$ cat src/rtl/bkp_pkg.sv
package bkp_pkg;
  typedef enum logic [1:0] {
    SRC_GAP  = 2'd0,
    SRC_MAIN = 2'd1,
    SRC_BAT  = 2'd2
  } src_e;
endpackage

$ cat src/rtl/bkp_seal_win.sv
module bkp_seal_win #(
  parameter int MIN_TICKS = 5,
  parameter int MAX_TICKS = 35
) (
  input  logic clk_i,
  input  logic rst_ni,
  input  logic strap_i,
  input  logic tick_i,
  output logic hit_o
);
  localparam int CNT_W = $clog2(MAX_TICKS + 1);
  localparam logic [CNT_W-1:0] MIN_C = CNT_W'(MIN_TICKS);
  localparam logic [CNT_W-1:0] MAX_C = CNT_W'(MAX_TICKS);

  logic [CNT_W-1:0] cnt_q;
  logic             strap_q;

  always_ff @(posedge clk_i or negedge rst_ni) begin
    if (!rst_ni) begin
      cnt_q   <= '0;
      strap_q <= 1'b0;
    end else begin
      strap_q <= strap_i;
      if (!strap_i)                       cnt_q <= '0;
      else if (tick_i && cnt_q != MAX_C)  cnt_q <= cnt_q + 1'b1;
    end
  end

  // strap just ended with a count strictly inside the window
  assign hit_o = strap_q && !strap_i && (cnt_q > MIN_C) && (cnt_q < MAX_C);

  assert_cnt_sat_R6: assert property (@(posedge clk_i) disable iff (!rst_ni)
    cnt_q <= MAX_C);
  assert_cnt_restart_R6: assert property (@(posedge clk_i) disable iff (!rst_ni)
    !strap_i |=> cnt_q == '0);
endmodule

$ cat src/rtl/bkp_seal_reg.sv
module bkp_seal_reg (
  input  logic clk_i,
  input  logic rst_ni,
  input  logic hit_i,
  input  logic rel_i,
  input  logic main_ok_i,
  output logic sealed_o,
  output logic block_o
);
  logic sealed_q;
  logic clr;

  assign clr = rel_i && main_ok_i;

  // cleared only by power-on reset or a qualified release
  always_ff @(posedge clk_i or negedge rst_ni) begin
    if (!rst_ni)    sealed_q <= 1'b0;
    else if (clr)   sealed_q <= 1'b0;
    else if (hit_i) sealed_q <= 1'b1;
  end

  assign sealed_o = sealed_q;
  // block the battery already in the entry cycle
  assign block_o  = sealed_q || (hit_i && !clr);

  assert_clear_src_R8: assert property (@(posedge clk_i) disable iff (!rst_ni)
    $fell(sealed_o) |-> $past(rel_i && main_ok_i));
  assert_hold_R9: assert property (@(posedge clk_i) disable iff (!rst_ni)
    (sealed_o && !(rel_i && main_ok_i)) |=> sealed_o);
endmodule

$ cat src/rtl/bkp_src_sel.sv
module bkp_src_sel
  import bkp_pkg::*;
(
  input  logic clk_i,
  input  logic rst_ni,
  input  logic main_ok_i,
  input  logic main_gt_bat_i,
  input  logic main_min_ok_i,
  input  logic block_i,
  output logic main_en_o,
  output logic bat_en_o
);
  src_e state_q, state_d;
  logic want_bat;

  assign want_bat = !block_i && (!main_min_ok_i || (!main_ok_i && !main_gt_bat_i));

  always_comb begin
    case (state_q)
      SRC_MAIN: state_d = want_bat ? SRC_GAP : SRC_MAIN;
      SRC_BAT:  state_d = want_bat ? SRC_BAT : SRC_GAP;
      default:  state_d = want_bat ? SRC_BAT : SRC_MAIN;
    endcase
  end

  always_ff @(posedge clk_i or negedge rst_ni) begin
    if (!rst_ni) state_q <= SRC_GAP;
    else         state_q <= state_d;
  end

  assign main_en_o = (state_q == SRC_MAIN);
  assign bat_en_o  = (state_q == SRC_BAT);

  assert_excl_R4: assert property (@(posedge clk_i) disable iff (!rst_ni)
    !(main_en_o && bat_en_o));
  assert_gap_to_bat_R4: assert property (@(posedge clk_i) disable iff (!rst_ni)
    $rose(bat_en_o) |-> $past(!main_en_o));
  assert_gap_to_main_R4: assert property (@(posedge clk_i) disable iff (!rst_ni)
    $rose(main_en_o) |-> $past(!bat_en_o));
  assert_no_bat_above_thr_R2: assert property (@(posedge clk_i) disable iff (!rst_ni)
    $past(main_ok_i && main_min_ok_i) |-> !bat_en_o);
endmodule

$ cat src/rtl/bkp_switch_ctrl.sv
module bkp_switch_ctrl #(
  parameter int SEAL_MIN_TICKS = 5,
  parameter int SEAL_MAX_TICKS = 35
) (
  input  logic clk_i,
  input  logic rst_ni,
  input  logic tick_i,
  input  logic main_ok_i,
  input  logic main_gt_bat_i,
  input  logic main_min_ok_i,
  input  logic bat_present_i,
  input  logic pfi_high_i,
  input  logic pfo_grounded_i,
  input  logic rst_release_i,
  output logic main_en_o,
  output logic bat_en_o,
  output logic sealed_o
);
  logic strap;
  logic hit;
  logic block;

  assign strap = bat_present_i && pfo_grounded_i && pfi_high_i && main_ok_i;

  bkp_seal_win #(
    .MIN_TICKS(SEAL_MIN_TICKS),
    .MAX_TICKS(SEAL_MAX_TICKS)
  ) u_win (
    .clk_i  (clk_i),
    .rst_ni (rst_ni),
    .strap_i(strap),
    .tick_i (tick_i),
    .hit_o  (hit)
  );

  bkp_seal_reg u_seal (
    .clk_i    (clk_i),
    .rst_ni   (rst_ni),
    .hit_i    (hit),
    .rel_i    (rst_release_i),
    .main_ok_i(main_ok_i),
    .sealed_o (sealed_o),
    .block_o  (block)
  );

  bkp_src_sel u_sel (
    .clk_i        (clk_i),
    .rst_ni       (rst_ni),
    .main_ok_i    (main_ok_i),
    .main_gt_bat_i(main_gt_bat_i),
    .main_min_ok_i(main_min_ok_i),
    .block_i      (block),
    .main_en_o    (main_en_o),
    .bat_en_o     (bat_en_o)
  );

  assert_sealed_no_bat_R7: assert property (@(posedge clk_i) disable iff (!rst_ni)
    sealed_o |-> !bat_en_o);
endmodule

$ cat config.mk
export PLATFORM = sky130hd
export DESIGN_NAME = bkp_switch_ctrl
export DESIGN_NICKNAME = d
export VERILOG_FILES = /design/src/rtl/bkp_pkg.sv /design/src/rtl/bkp_seal_win.sv /design/src/rtl/bkp_seal_reg.sv /design/src/rtl/bkp_src_sel.sv /design/src/rtl/bkp_switch_ctrl.sv
export SDC_FILE = /design/constraint.sdc
export NUM_CORES = 1
export LEC_CHECK = 0
export BUFFER_PORTS_ARGS = -buffer_cell sky130_fd_sc_hd__buf_2
export CAP_MARGIN = 15
export CORE_AREA = 2 2 39 41
export DETAILED_ROUTE_END_ITERATION = 6
export DIE_AREA = 0 0 41 43
export PLACE_DENSITY = 0.67
export SYNTH_ARGS = -nofsm -noshare
export SYNTH_HDL_FRONTEND = slang
export SYNTH_SLANG_ARGS = --single-unit
export TNS_END_PERCENT = 30
$ cat constraint.sdc
create_clock -name clk_i -period 2.8 [get_ports clk_i]
set_clock_uncertainty 0.15 [all_clocks]
set_input_delay 0 -clock clk_i [delete_from_list [all_inputs] [get_ports clk_i]]
set_output_delay 0 -clock clk_i [all_outputs]
set_load 0.005 [all_outputs]
==> results.yml <==
setup_path:
  reg2reg_to: "u_sel.state_q[1]$_DFF_PN0_"
  crit_path_top_delay_cell: "dlygate4sd3_1"
  reg2reg_depth: 5
  timing.rr.start: "u_win.cnt_q[0]$_DFFE_PN0P_"
  worstPathRequired_ns: 2.86
  crit_path_start_kind: "primary input"
  crit_arrival_ns: 1.66
  path_max_fanout: 2
  reg2reg_slack_ns: 1.22
  path_cells: "dlygate4sd3_1 -> buf_2 -> o21a_1 -> dlygate4sd3_1 -> nor2_1 -> o221a_1"
  timing.critical_path.mode_cell: "dlygate4sd3_1"
  end_kind: "flop"
  worstSetupPathType: "in2reg"
  crit_path_max_incr_delay_ns: 0.55
synth:
  ys_seq_area_share_pct: 42.7
  synth_cells: 58
  synth_cell_types: 24
  synthTopCellsByArea: "dfrtp_1 43%, ha_1 11%, nand2_1 5.8%"
  synth_nets: 73
  synth_warnings: 0
  synth-main-ff-cell: "dfrtp_1"
  synth_commonest_cells: "10 x dfrtp_1, 9 x nand2_1, 5 x ha_1, 5 x inv_1, 5 x nor2_1"
  synth_top_area_share_pct: 42.7
  synth_top_area_cell: "dfrtp_1"
  synth_edf_count: 0
  synth_seq_cells: 10
  syn_avg_cell_area_um2: 10.1
  syn_area_um2: 586
  synth.most_common_cell: "dfrtp_1"
  async_flop_share_pct: 100
clock_network:
  cts_tree: "done"
  clock_path_buffers: 2
  htreeDepth: 1
  clkTransAtPathRegs_ns: 0.07
  clkLatencyLatePin_ns: 0.27
  clock_sinks: 10
  cts_made_buffers: 3
  cts-root-buf: "clkbuf_4"
  cts_resized: 0
min_path:
  holdPathEnd: "u_win.cnt_q[5]$_DFFE_PN0P_"
  whs_path_depth: 3
  min-delay-start: "pfo_grounded_i"
  hold_class: "in2reg"
sta:
  rsz0062_at_grt: "false"
  slew_headroom_pct: 68.2
  finalSetupTns_ns: 0
  hold_viol: 0
  hold_ws_ns: 0.00144
  fin_crit_sh_pct: 57.4
  slew_viol_final: 0
  final.min_clock_period_ns: 1.61
  fmax_ghz: 0.623
  setup_violations: 0
  tightest_slew_ns: 0.476
routing:
  dr_total_vias: 499
  drt_first_pass_iters: 4
  drt_iter0_drc: 18
  post_drt_via_cell_ratio: 5.14
  drc: 0
  drt.antenna.violating_nets: 0
  finalWirelength_um: 1180
  wl_per_cell_um: 12.2
grt:
  overflow: 0
  grt_usage_pct: 17.0
  grt_max_degree: 11
  grt_pass1_vias: 510
  antenna_found_initial: 0
  grt_pass1_wl_um: 2040
layout:
  drive_gt1_share_pct: 25.9
  area_growth_pct: 31.8
  antenna_cells: 0
  fin_nets: 97
die:
  start_util_pct: 42.3
  rows: 14
  dieArea_um2: 1760
  die_x_um: 41
  die_h_um: 43
  pin_count: 13
  coreArea_um2: 1380
power:
  finalPower_mw: 0.398
  leakage_nw: 0.353
  ir_worst_vdd_uv: 325
  powerDensity_nw_per_um2: 515
run:
  cap_violations: 0
status:
  status: "completed"
place:
  io_buffers: 12
  dp_hpwl_um: 902
  gp_congestion: 0.739
power by group:
part | internal [mW] | total (mW) | switching, mW
Combinational | 0.0519 | 0.0968 | 0.0450
Sequential | 0.158 | 0.166 | 0.00808
Clock | 0.0790 | 0.135 | 0.0558
Total | 0.289 | 0.398 | 0.109
final cells by class:
cell class,instances,area (um^2)
fillers,125,612
multi-input cells,43,317
flip-flops and latches,10,250
repair buffers,19,130
clock buffers,4,36.3
well taps,16,20.0
inverters,5,18.8
worst max-delay path by stage:
stage / start / end / cells after the start
6_report: main_gt_bat_i / u_sel.state_q[1]$_DFF_PN0_ / 6
3_5_place_dp: u_win.cnt_q[0]$_DFFE_PN0P_ / u_sel.state_q[1]$_DFF_PN0_ / 5
5_1_grt: u_win.cnt_q[0]$_DFFE_PN0P_ / u_sel.state_q[1]$_DFF_PN0_ / 5
3_3_place_gp: u_win.cnt_q[0]$_DFFE_PN0P_ / u_sel.state_q[1]$_DFF_PN0_ / 5
2_1_floorplan: u_win.cnt_q[0]$_DFFE_PN0P_ / u_sel.state_q[1]$_DFF_PN0_ / 5
4_1_cts: main_gt_bat_i / u_sel.state_q[1]$_DFF_PN0_ / 6
cell usage in the layout, fill, tap and decap left out:
cell / n
o21ai_0: 1
mux2i_1: 2
o21ba_2: 1
nand3_1: 1
o221a_1: 1
buf_2: 12
nand2_1: 9
clkbuf_8: 1
clkbuf_4: 3
nor2_1: 5
inv_1: 5
or3_1: 1
a21oi_1: 2
xor2_1: 2
nand4_2: 1
dlygate4sd3_1: 7
nor3_2: 1
a211o_1: 1
a21boi_1: 1
o21ai_1: 1
nand4_1: 2
ha_1: 5
a22oi_1: 1
o22ai_1: 1
dfrtp_1: 10
nor4b_2: 2
nand4b_1: 1
o21a_1: 1
sequential cells by signal (all words and copies together), names as in the netlist:
signal           cells
u_seal.sealed_o      1
u_sel.state_q        2
u_win.cnt_q          6
u_win.strap_q        1
worst max-delay path, delay by kind of cell:
| family | cells | cell delay [ns] |
|---|---|---|
| buffers and inverters | 3 | 1.20 |
| AND/OR/NAND/NOR | 1 | 0.13 |
| AO/OA/AOI/OAI | 2 | 0.34 |
cells by family (layout without fill, tap and decap cells):
logic type                 Yosys count  after routing  synth area share, %
and+or+nand+nor                     23             23                 23.5
AOI/OAI and AO/OA                   11             11                 13.5
DFF                                 10             10                 42.7
adders and majority gates            5              5                 10.7
buffers and inverters                5             28                 3.21
xor gates and xnor gates             2              2                 2.99
muxes                                2              2                 3.42
timing repair:
| item | CTS | global route |
|---|---|---|
| hold buffers | 7 | 0 |
| endpoints found under the setup margin | 0 | 0 |
| setup buffers | 0 | 0 |
| hold endpoints to repair | 15 | 0 |
through the flow:
step                      instances  area, um^2  setup WS, ns  util, %
final                            97         772          1.19     55.8
after global routing             97         772          1.10     55.8
after CTS                        97         772          1.21     55.8
after detailed placement         86         666          1.23     48.1
after global placement           86         666          1.28     48.1
after floorplan                  58         586          1.30        -
metal layers:
metal | up-vias | global-route usage [%] | part of all wire [%]
li1 | 252 | - | -
met1 | 229 | 18.9 | 42
met2 | 16 | 28.1 | 53
met3 | 2 | 6.28 | 3.8
met4 | 0 | 6.00 | 0.93
met5 | - | 0 | 0
(Power assumes the default switching activity.)
